File: src/rtl/vlen_csr_pkg.sv
package vlen_csr_pkg;

  typedef enum logic [1:0] {
    SEL_MVL   = 2'd0,
    SEL_VL    = 2'd1,
    SEL_STATE = 2'd2,
    SEL_NONE  = 2'd3
  } csrSel_e;

  typedef enum logic [1:0] {
    OP_READ = 2'd0,
    OP_WREG = 2'd1,
    OP_WIMM = 2'd2,
    OP_RSVD = 2'd3
  } csrOp_e;

  typedef enum logic [1:0] {
    RET_ZERO   = 2'd0,
    RET_MVL    = 2'd1,
    RET_NEWVL  = 2'd2,
    RET_STATE  = 2'd3
  } retSel_e;

  // Strobes from control to datapath for one access.
  typedef struct packed {
    logic    resValid;
    logic    trap;
    logic    ldMvl;
    logic    ldVl;
    logic    vlFromReq;
    logic    ldOffs;
    logic    ldCfg;
    logic    fromState;
    logic    fromImm;
    retSel_e retSel;
  } ctlStrobe_s;

endpackage

File: src/rtl/vlen_csr_ctrl.sv
module vlen_csr_ctrl
  import vlen_csr_pkg::*;
(
  input  logic       clk,
  input  logic       rst_n,
  input  logic       accValid,
  input  logic [1:0] accSel,
  input  logic [1:0] accOp,
  input  logic       opZero,
  output ctlStrobe_s str
);

  csrSel_e selQ;
  csrOp_e  opQ;
  logic    isWrite;

  assign selQ    = csrSel_e'(accSel);
  assign opQ     = csrOp_e'(accOp);
  assign isWrite = (opQ == OP_WREG) || (opQ == OP_WIMM);

  always_comb begin
    str = '0;
    str.retSel = RET_ZERO;
    if (accValid) begin
      str.resValid = 1'b1;
      unique case (selQ)
        SEL_MVL: begin
          str.retSel = RET_MVL;
          if (isWrite) begin
            if (opQ == OP_WREG && opZero) begin
              str.trap   = 1'b1;
              str.retSel = RET_ZERO;
            end else begin
              str.ldMvl   = 1'b1;
              str.ldVl    = 1'b1;   // shrink current length if needed
              str.fromImm = (opQ == OP_WIMM);
            end
          end
        end
        SEL_VL: begin
          str.retSel = RET_NEWVL;
          if (isWrite) begin
            if (opQ == OP_WREG && opZero) begin
              str.trap   = 1'b1;
              str.retSel = RET_ZERO;
            end else begin
              str.ldVl      = 1'b1;
              str.vlFromReq = 1'b1;
              str.fromImm   = (opQ == OP_WIMM);
            end
          end
        end
        SEL_STATE: begin
          str.retSel = RET_STATE;
          if (isWrite) begin
            str.ldMvl     = 1'b1;
            str.ldVl      = 1'b1;
            str.vlFromReq = 1'b1;
            str.ldOffs    = 1'b1;
            str.ldCfg     = 1'b1;
            str.fromState = 1'b1;
            str.fromImm   = (opQ == OP_WIMM);
          end
        end
        default: str.retSel = RET_ZERO;
      endcase
    end
  end


  trap_excl_chk: assert property (@(posedge clk) disable iff (!rst_n)
    str.trap |-> !(str.ldMvl || str.ldVl || str.ldOffs || str.ldCfg));


  idle_quiet_chk: assert property (@(posedge clk) disable iff (!rst_n)
    !accValid |-> (str == '0));

endmodule

File: src/rtl/vlen_csr_dpath.sv
module vlen_csr_dpath
  import vlen_csr_pkg::*;
#(
  parameter int XLEN  = 64,
  parameter int BANKW = 2,
  parameter int SIZEW = 3
) (
  input  logic             clk,
  input  logic             rst_n,
  input  ctlStrobe_s       str,
  input  logic [XLEN-1:0]  regOperand,
  input  logic [4:0]       immOperand,
  output logic             opZero,
  output logic [XLEN-1:0]  rdValue,
  output logic             rdValid,
  output logic             illegalTrap
);

  localparam int FIELDW    = $clog2(XLEN);
  localparam int LENW      = FIELDW + 1;
  localparam int NOFFS     = 2;
  localparam int BANK_LSB  = (2 + NOFFS) * FIELDW;
  localparam int SIZE_LSB  = BANK_LSB + BANKW;
  localparam int STATE_TOP = SIZE_LSB + SIZEW;
  localparam logic [LENW-1:0] MAXLEN = LENW'(XLEN);

  function automatic logic [LENW-1:0] minLen(input logic [LENW-1:0] a,
                                             input logic [LENW-1:0] b);
    return (a < b) ? a : b;
  endfunction

  function automatic logic [LENW-1:0] satLen(input logic [XLEN-1:0] v);
    return (v > XLEN'(XLEN)) ? MAXLEN : v[LENW-1:0];
  endfunction

  // Architectural state
  logic [LENW-1:0]             mvl, vl;
  logic [NOFFS-1:0][FIELDW-1:0] offQ;
  logic [BANKW-1:0]            bankQ;
  logic [SIZEW-1:0]            sizeQ;

  // Write word for the packed form
  logic [STATE_TOP-1:0] wrWord;
  logic [LENW-1:0]      reqMvl, reqVl, nextMvl, nextVl;
  logic [XLEN-1:0]      stateWord, resNext;

  assign opZero = ~|regOperand;
  assign wrWord = str.fromImm ? STATE_TOP'(immOperand) : regOperand[STATE_TOP-1:0];

  // Requested lengths: packed fields and immediates are length minus one.
  always_comb begin
    if (str.fromState) begin
      reqMvl = {1'b0, wrWord[FIELDW-1:0]} + 1'b1;
      reqVl  = {1'b0, wrWord[2*FIELDW-1:FIELDW]} + 1'b1;
    end else if (str.fromImm) begin
      reqMvl = LENW'(immOperand) + 1'b1;
      reqVl  = LENW'(immOperand) + 1'b1;
    end else begin
      reqMvl = satLen(regOperand);
      reqVl  = satLen(regOperand);
    end
  end

  // Resolution order: maximum first, then current against the new maximum.
  assign nextMvl = str.ldMvl ? minLen(reqMvl, MAXLEN) : mvl;
  assign nextVl  = str.ldVl  ? minLen(str.vlFromReq ? reqVl : vl, nextMvl) : vl;

  always_ff @(posedge clk or negedge rst_n) begin
    if (!rst_n) begin
      mvl <= MAXLEN;
      vl  <= LENW'(1);
    end else begin
      mvl <= nextMvl;
      vl  <= nextVl;
    end
  end

  // Offsets saturate against the newly resolved current length.
  for (genvar i = 0; i < NOFFS; i++) begin : g_off
    localparam int LSB = (2 + i) * FIELDW;
    logic [FIELDW-1:0] fieldVal, clampVal, q;
    assign fieldVal = wrWord[LSB +: FIELDW];
    assign clampVal = ({1'b0, fieldVal} >= nextVl) ? FIELDW'(nextVl - 1'b1) : fieldVal;
    always_ff @(posedge clk or negedge rst_n) begin
      if (!rst_n)          q <= '0;
      else if (str.ldOffs) q <= clampVal;
    end
    assign offQ[i] = q;
  end

  always_ff @(posedge clk or negedge rst_n) begin
    if (!rst_n) begin
      bankQ <= '0;
      sizeQ <= '0;
    end else if (str.ldCfg) begin
      bankQ <= wrWord[BANK_LSB +: BANKW];
      sizeQ <= wrWord[SIZE_LSB +: SIZEW];
    end
  end

  // Packed view of the current state.
  always_comb begin
    stateWord = '0;
    stateWord[FIELDW-1:0]        = FIELDW'(mvl - 1'b1);
    stateWord[2*FIELDW-1:FIELDW] = FIELDW'(vl - 1'b1);
    for (int k = 0; k < NOFFS; k++)
      stateWord[(2 + k) * FIELDW +: FIELDW] = offQ[k];
    stateWord[BANK_LSB +: BANKW] = bankQ;
    stateWord[SIZE_LSB +: SIZEW] = sizeQ;
  end

  always_comb begin
    unique case (str.retSel)
      RET_MVL:   resNext = XLEN'(mvl);
      RET_NEWVL: resNext = XLEN'(nextVl);
      RET_STATE: resNext = stateWord;
      default:   resNext = '0;
    endcase
  end

  always_ff @(posedge clk or negedge rst_n) begin
    if (!rst_n) begin
      rdValue     <= '0;
      rdValid     <= 1'b0;
      illegalTrap <= 1'b0;
    end else begin
      rdValue     <= resNext;
      rdValid     <= str.resValid;
      illegalTrap <= str.trap;
    end
  end


  len_range_chk: assert property (@(posedge clk) disable iff (!rst_n)
    (mvl >= LENW'(1)) && (mvl <= MAXLEN) && (vl >= LENW'(1)) && (vl <= mvl));


  trap_hold_chk: assert property (@(posedge clk) disable iff (!rst_n)
    str.trap |=> (mvl == $past(mvl)) && (vl == $past(vl)) && illegalTrap);


  mvl_ret_old_chk: assert property (@(posedge clk) disable iff (!rst_n)
    (str.ldMvl && str.retSel == RET_MVL) |=> (rdValue == XLEN'($past(mvl))));


  vl_ret_new_chk: assert property (@(posedge clk) disable iff (!rst_n)
    (str.ldVl && str.retSel == RET_NEWVL) |=> (rdValue == XLEN'(vl)));


  offs_in_range_chk: assert property (@(posedge clk) disable iff (!rst_n)
    str.ldOffs |=> ({1'b0, offQ[0]} < vl) && ({1'b0, offQ[1]} < vl));

endmodule

File: src/rtl/vlen_csr_unit.sv
module vlen_csr_unit
  import vlen_csr_pkg::*;
#(
  parameter int XLEN  = 64,
  parameter int BANKW = 2,
  parameter int SIZEW = 3
) (
  input  logic            clk,
  input  logic            rst_n,
  input  logic            accValid,
  input  logic [1:0]      accSel,
  input  logic [1:0]      accOp,
  input  logic [XLEN-1:0] regOperand,
  input  logic [4:0]      immOperand,
  output logic [XLEN-1:0] rdValue,
  output logic            rdValid,
  output logic            illegalTrap
);

  ctlStrobe_s str;
  logic       opZero;

  vlen_csr_ctrl u_ctrl (
    .clk      (clk),
    .rst_n    (rst_n),
    .accValid (accValid),
    .accSel   (accSel),
    .accOp    (accOp),
    .opZero   (opZero),
    .str      (str)
  );

  vlen_csr_dpath #(
    .XLEN  (XLEN),
    .BANKW (BANKW),
    .SIZEW (SIZEW)
  ) u_dpath (
    .clk         (clk),
    .rst_n       (rst_n),
    .str         (str),
    .regOperand  (regOperand),
    .immOperand  (immOperand),
    .opZero      (opZero),
    .rdValue     (rdValue),
    .rdValid     (rdValid),
    .illegalTrap (illegalTrap)
  );

endmodule

File: config.mk
export PLATFORM = sky130hd
export DESIGN_NAME = vlen_csr_unit
export DESIGN_NICKNAME = d
export VERILOG_FILES = /design/src/rtl/vlen_csr_pkg.sv /design/src/rtl/vlen_csr_ctrl.sv /design/src/rtl/vlen_csr_dpath.sv /design/src/rtl/vlen_csr_unit.sv
export SDC_FILE = /design/constraint.sdc
export NUM_CORES = 1
export LEC_CHECK = 0
export BUFFER_PORTS_ARGS = -buffer_cell sky130_fd_sc_hd__buf_2
export CAP_MARGIN = 20
export CORE_ASPECT_RATIO = 1.5
export CORE_MARGIN = 2
export CORE_UTILIZATION = 47
export DETAILED_ROUTE_END_ITERATION = 16
export PLACE_DENSITY_LB_ADDON = 0.3
export SLEW_MARGIN = 20
export SYNTH_ARGS = -nofsm -noshare
export SYNTH_HDL_FRONTEND = slang
export SYNTH_SLANG_ARGS = --single-unit
File: constraint.sdc
create_clock -name clk -period 4.2 [get_ports clk]
set_clock_uncertainty 0.2 [all_clocks]
set_input_delay 0.84 -clock clk [delete_from_list [all_inputs] [get_ports clk]]
set_output_delay 0.84 -clock clk [all_outputs]
set_load 0.01 [all_outputs]
After elaboration in Yosys (flattened, before gate mapping)
Cells that the tools add are included.
{ "totals": {"wordCells": 64, "regBits": 62} }
{ "op_classes": {"eq_ne": 7, "mux": 32, "n_lt_le_gt_ge": 5, "reduce_logical": 5, "addsub": 6} }
{ "ops": {"columns": ["cell", "count"], "rows": [
  ["29-bit case mux with 3 select lines", 1],
  ["7-bit 2-to-1 mux", 10],
  ["64-bit by 7-bit greater-than comparator with 1-bit output, second input constant", 1],
  ["64-bit OR reduction", 1],
  ["29-bit 2-to-1 mux", 1],
  ["6-bit by 1-bit subtractor with 6-bit output, second input constant", 3],
  ["6-bit by 1-bit adder with 7-bit output, second input constant", 2],
  ["6-bit by 7-bit >= comparator with 1-bit output", 2],
  ["3-bit 2-to-1 mux", 4],
  ["6-bit 2-to-1 mux", 2],
  ["11-bit 2-to-1 mux", 1],
  ["2-bit equality test, second input constant", 4],
  ["7-bit less-than comparator", 1],
  ["7-bit less-than comparator, second input constant", 1],
  ["5-bit by 1-bit adder with 6-bit output, second input constant", 1],
  ["2-bit by 1-bit equality test with 1-bit output, second input constant", 3],
  ["2-bit 2-to-1 mux", 3],
  ["1-bit case mux with 2 select lines", 3],
  ["1-bit case mux with 3 select lines", 2],
  ["2-bit case mux with 3 select lines", 1],
  ["1-bit 2-to-1 mux", 4],
  ["2-bit logical NOT", 1],
  ["1-bit logical AND", 1],
  ["1-bit logical NOT", 1],
  ["1-bit logical OR", 1]
]} }

Depth between registers and ports, before layout
{ "depth": {"depth_word": 18, "mapped_depth": 37, "depth_no_buf": 33} }

Hierarchy
A second synthesis with hierarchy kept.
{ "hier_totals": {"hier_cells": 543, "area_unflattened_um2": 4615.7} }
{ "by_module_without_submodules": {"columns": ["module", "seq_area_each_um2", "instances", "area_per_inst_um2", "cells_each"], "rows": [
  ["vlen_csr_dpath", 1554.0, 1, 4360.4, 506],
  ["vlen_csr_ctrl", 0.0, 1, 255.2, 37]
]} }

Worst setup path after synthesis
OpenSTA, ideal clock, no wires.
{ "synth_timing": {"kind": "input port to flip-flop", "from": "in accSel[1]", "to": "reg u_dpath.g_off[0].q[0]", "t_arrival_ps": 7111, "required_ps": 3923, "slack_ps": -3187, "cell_stages": 34, "setup_ps": 77, "cell_sequence": "inv_1 > ha_1 > clkbuf_1 > o21ai_0 > a21o_1 > clkbuf_1 > clkbuf_1 > clkbuf_1 > nand2_1 > nand2_1 > ha_1 > and3_1 > nand4_1 > a21oi_1 > nor3_2 > a22oi_1 > ha_1 > a21oi_1 > o21ai_0 > or2_2 > o211ai_1 > mux2i_1 > a311o_1 > o21ai_0 > ha_1 > nand2b_1 > a21o_1 > a21o_1 > a21oi_1 > nor2b_1 > o21ai_0 > a21oi_4 > mux2_1 > o21ai_1"} }
{ "synth_via": {"elab_chain_cells": 14, "word_cells_on_any_way": 25, "classes_between": "3 x add/sub; 3 x order compare; 2 x eq/ne; 16 x mux; 1 x reduce/logical"} }
{ "synth_rtl": {"columns": ["item", "line_no", "source"], "rows": [
  ["start, declared", "vlen_csr_unit.sv:11", "input logic [1:0] accSel,"],
  ["2-bit equality test, or another cell as far along", "vlen_csr_ctrl.sv:26", "unique case (selQ)"],
  ["1-bit case mux with 3 select lines", "vlen_csr_ctrl.sv:26", null],
  ["11-bit 2-to-1 mux (*)", "vlen_csr_ctrl.sv:24", "if (accValid) begin"],
  ["29-bit 2-to-1 mux", "vlen_csr_dpath.sv:48", "assign wrWord = str.fromImm ? STATE_TOP'(immOperand) : regOperand[STATE_TOP-1:0];"],
  ["6-bit by 1-bit adder with 7-bit output", "vlen_csr_dpath.sv:53", "reqMvl = {1'b0, wrWord[FIELDW-1:0]} + 1'b1;"],
  ["7-bit 2-to-1 mux", "vlen_csr_dpath.sv:52", "if (str.fromState) begin"],
  ["7-bit less-than comparator", "vlen_csr_dpath.sv:29", "return (a < b) ? a : b;"],
  ["7-bit 2-to-1 mux", "vlen_csr_dpath.sv:29", null],
  ["7-bit 2-to-1 mux", "vlen_csr_dpath.sv:65", "assign nextMvl = str.ldMvl ? minLen(reqMvl, MAXLEN) : mvl;"],
  ["7-bit less-than comparator", "vlen_csr_dpath.sv:29", null],
  ["7-bit 2-to-1 mux", "vlen_csr_dpath.sv:29", null],
  ["7-bit 2-to-1 mux (*)", "vlen_csr_dpath.sv:66", "assign nextVl = str.ldVl ? minLen(str.vlFromReq ? reqVl : vl, nextMvl) : vl;"],
  ["via u_dpath.nextVl[0]", "vlen_csr_dpath.sv:44", "logic [LENW-1:0] reqMvl, reqVl, nextMvl, nextVl;"],
  ["6-bit by 1-bit subtractor with 6-bit output / 6-bit by 7-bit >= comparator with 1-bit output (equally long branches)", "vlen_csr_dpath.sv:83", "assign clampVal = ({1'b0, fieldVal} >= nextVl) ? FIELDW'(nextVl - 1'b1) : fieldVal;"],
  ["6-bit 2-to-1 mux (*)", "vlen_csr_dpath.sv:83", null],
  ["end signal, assigned", "vlen_csr_dpath.sv:86", "else if (str.ldOffs) q <= clampVal;"],
  ["end, declared", "vlen_csr_dpath.sv:81", "logic [FIELDW-1:0] fieldVal, clampVal, q;"]
]} }
Mark *: on every way through the listed nets, which the timed path passes. The rest lies on a longest branch.
A chain may end at the register's enable or synchronous reset.

Worst setup path after layout
{ "layout_timing": {"from": "in accSel[1]", "to": "reg u_dpath.g_off[1].q[0]"} }
{ "layout_via": {"elab_chain_cells": 14, "word_cells_on_any_way": 25, "classes_between": "3 x add/sub; 3 x order compare; 2 x eq/ne; 16 x mux; 1 x reduce/logical"} }
{ "layout_rtl": {"columns": ["item", "line_no"], "rows": [
  ["2-bit equality test, or another cell as far along", "vlen_csr_ctrl.sv:26"],
  ["1-bit case mux with 3 select lines", "vlen_csr_ctrl.sv:26"],
  ["11-bit 2-to-1 mux (*)", "vlen_csr_ctrl.sv:24"],
  ["29-bit 2-to-1 mux", "vlen_csr_dpath.sv:48"],
  ["6-bit by 1-bit adder with 7-bit output", "vlen_csr_dpath.sv:53"],
  ["7-bit 2-to-1 mux", "vlen_csr_dpath.sv:52"],
  ["7-bit less-than comparator", "vlen_csr_dpath.sv:29"],
  ["7-bit 2-to-1 mux", "vlen_csr_dpath.sv:29"],
  ["7-bit 2-to-1 mux (*)", "vlen_csr_dpath.sv:65"],
  ["via u_dpath.nextMvl[2]", "vlen_csr_dpath.sv:44"],
  ["7-bit less-than comparator (*)", "vlen_csr_dpath.sv:29"],
  ["7-bit 2-to-1 mux (*)", "vlen_csr_dpath.sv:29"],
  ["7-bit 2-to-1 mux (*)", "vlen_csr_dpath.sv:66"],
  ["via u_dpath.nextVl[0]", "vlen_csr_dpath.sv:44"],
  ["6-bit by 1-bit subtractor with 6-bit output / 6-bit by 7-bit >= comparator with 1-bit output (equally long branches)", "vlen_csr_dpath.sv:83"],
  ["6-bit 2-to-1 mux (*)", "vlen_csr_dpath.sv:83"],
  ["end signal, assigned", "vlen_csr_dpath.sv:86"],
  ["end, declared", "vlen_csr_dpath.sv:81"]
]} }
Marks and branches as above.

==> flow_summary.json <==
{
  "floorplan.die.height_microns": 125,
  "finalWirelength_microns": 15800,
  "worst_slew_pin_slew_ns": 0.831,
  "hold_ws_ns": 0.279,
  "route.detailed.wl_per_inst_microns": 17.7,
  "synth.yosys.warnings": 0,
  "post-route-worst-setup-slack_ns": -1.53,
  "count_of_state_elements_after_synthesis": 62,
  "clk_pin_slew_worst_paths_ns": 0.06,
  "worst-path-max-fanout": 5,
  "grt_pass1_wl_microns": 24800,
  "synth_cell_types": 68,
  "synth_enable_flop_cells": 0,
  "layout_worst_path_cycle_share_pct": 136,
  "clk_latency_ns": 0.33,
  "hpwl_detailed_microns": 12000,
  "detail_route.vias_per_cell": 5.45,
  "finalWeightedCongestion": 0.902,
  "dp_cells": 846,
  "grtUsageTotal_pct": 30.2,
  "power_density_nw_per_um2": 506,
  "timing.rr.end": "u_dpath.g_off[1].q[0]",
  "initialDrtViolationCount": 215,
  "synth_top_area_share_pct": 33.0,
  "antenna_violating_nets_post_route": 0,
  "report.final.slew_viol_count": 0,
  "clock-sinks": 62,
  "reg2reg_setup_slack_ns": -0.02,
  "core_area_sq_um": 9580,
  "synth_area_leader_cell": "dfrtp_1",
  "htreeDepth": 3,
  "rsz0062_at_grt": "true",
  "layout-area-overhead-vs-synth_pct": 58.5,
  "cts_root_buf": "clkbuf_16",
  "required_worst_endpoint_ns": 4.26,
  "setup_viol": 26,
  "cell_count_of_the_worst_hold_path": 1,
  "most_frequent_cell_after_synthesis": "dfrtp_1",
  "rows": 44,
  "cts_tree": "yes",
  "first_global_vias": 4965,
  "finalHoldViolations": 0,
  "number_of_buffers_created_by_cts": 9,
  "leakage_nw": 3.54,
  "route.detailed.drc": 0,
  "synth.yosys.seq_area_share_pct": 34.1,
  "portBuffers": 106,
  "hold_path_class": "reg -> reg",
  "result_of_the_run": "finished, violations left",
  "num_antenna_cells": 0,
  "worst_slew_margin_rel_pct": 43.8,
  "postSynth.asyncResetShare_pct": 100,
  "post_synth.cell_area_avg_sq_um": 8.72,
  "ctsHoldBuffers": 0,
  "critical_path.max_stage_delay_ns": 0.33,
  "grt_start_max_net_pins": 35,
  "io-pin-count": 142,
  "cp_slowest_cell": "a311o_1",
  "worstPathArrival_ns": 5.79,
  "max_freq_mhz": 175,
  "synthesized_instance_count": 522,
  "rr_startpoint": "u_dpath.mvl[6]",
  "number_of_antenna_violations_at_the_first_check_in_global_routing": 0,
  "synth_area_sq_um": 4550,
  "global_route.overflow_total": 0,
  "cp-start-kind": "input pin",
  "non_filler_cells_final": 889,
  "worst-setup-path-type": "in -> reg",
  "violations": "setup timing",
  "worstRegToRegCells": 20,
  "final_period_minus_worst_setup_slack_ns": 5.73,
  "final.setup.tns_ns": -22.80,
  "dieArea_sq_um": 10500,
  "detailedRoute.firstPassIterationCount": 5,
  "crit_path_start": "accSel[1]",
  "drive_gt1_share_pct": 49.5,
  "start_util_pct": 47.5,
  "clock_path_buffers": 2,
  "number_of_maximum_capacitance_violations": 0,
  "worst_setup_path_end_kind": "flip-flop",
  "synthTopCellsByArea": "dfrtp_1, ha_1, buf_4",
  "die_width_microns": 84.3,
  "synth-main-ff-cell": "dfrtp_1",
  "critical_path.endpoint": "u_dpath.g_off[1].q[0]",
  "vdd.ir_drop.worst_uv": 484,
  "synth.top_cells.by_count": "dfrtp_1, nand2_1, buf_4",
  "finish.net_count": 876,
  "num_vias": 4842,
  "utilization_pct": 75.3
}
==> how the worst min path moves through the flow <==
stage | start | end
2_1_floorplan | u_dpath.bankQ[0] | u_dpath.bankQ[0]
3_3_place_gp | u_dpath.bankQ[0] | u_dpath.bankQ[0]
3_5_place_dp | u_dpath.bankQ[1] | u_dpath.bankQ[1]
4_1_cts | u_dpath.bankQ[1] | u_dpath.bankQ[1]
5_1_grt | u_dpath.g_off[1].q[3] | u_dpath.rdValue[21]
6_report | u_dpath.g_off[0].q[5] | u_dpath.rdValue[17]
==> final cells by class <==
type	count	area (sq um)
clock inverters	5	81.3
inverters	29	138
clock buffers	11	243
fillers	691	2370
flip-flops and latches	62	1550
well taps	115	144
multi-input cells	413	3310
repair buffers	254	1740
==> power by group <==
group	internal [mW]	switching [mW]	leakage [nW]	total (mW)
clock	0.536	0.271	0.156	0.807
sequential	0.721	0.0799	0.816	0.801
combinational	1.04	1.00	2.57	2.04
total	2.30	1.35	3.54	3.65
==> stage by stage <==
| step | instance area [sq um] | power [mW] | setup slack, ns |
|---|---|---|---|
| after floorplan | 4880 | 1.76 | -1.96 |
| after global placement | 6090 | 2.36 | -2.18 |
| after detailed placement | 6090 | 2.39 | -2.26 |
| after CTS | 7000 | 3.60 | -1.56 |
| after global routing | 7210 | 3.87 | -1.73 |
| final | 7210 | 3.65 | -1.53 |
==> metal layers <==
metal / vias up / wire [microns] / global-route usage, %
met4: 0 / 917 / 16.4
met1: 2315 / 5350 / 30.5
met3: 62 / 674 / 3.38
met5: - / 0 / 0
li1: 2268 / - / -
met2: 197 / 8830 / 58.4
==> registers in the layout (all words and copies together), names as in the netlist <==
| register | count |
|---|---|
| u_dpath.rdValue | 29 |
| u_dpath.g_off.q | 12 |
| u_dpath.mvl | 7 |
| u_dpath.vl | 7 |
| u_dpath.sizeQ | 3 |
| u_dpath.bankQ | 2 |
| u_dpath.illegalTrap | 1 |
| u_dpath.rdValid | 1 |
==> critical path, delay by kind of cell <==
| kind | cells | cell delay (ns) |
|---|---|---|
| xor+xnor | 1 | 0.22 |
| mux | 3 | 0.65 |
| buf+inv | 5 | 0.59 |
| fa+ha+maj | 3 | 0.64 |
| simple gates | 4 | 0.62 |
| compound gates | 14 | 2.21 |
==> what timing repair did <==
action,in CTS,in global routing
buffers inserted,30,11
gates resized for setup,80,54
endpoints found under the hold margin,0,0
pin swaps,40,28
endpoints found under the setup margin,26,26
cloned,1,0
==> cells by family (layout without fill, tap and decap cells) <==
kind of cell | count (synthesis) | count (layout) | synth area share (%)
adders and majority gates | 31 | 31 | 8.52
DFF | 62 | 62 | 34.1
muxes | 11 | 11 | 2.50
AOI/OAI and AO/OA | 116 | 117 | 18.3
other | 1 | 35 | 0.0824
and+or+nand+nor | 199 | 199 | 22.9
xor gates and xnor gates | 20 | 20 | 3.85
buffers and inverters | 82 | 299 | 9.68
==> cell usage in the layout (no fill, tap or decap), drive strengths merged, types with 14 or more instances in the layout <==
master	n
buf	254
nand2	54
nor2	31
inv	30
ha	31
dfrtp	60
a21oi	23
conb	35
and2	30
o21ai	36
nand3	14
nor4	17
Note: power is estimated with default switching activity, not from simulation.
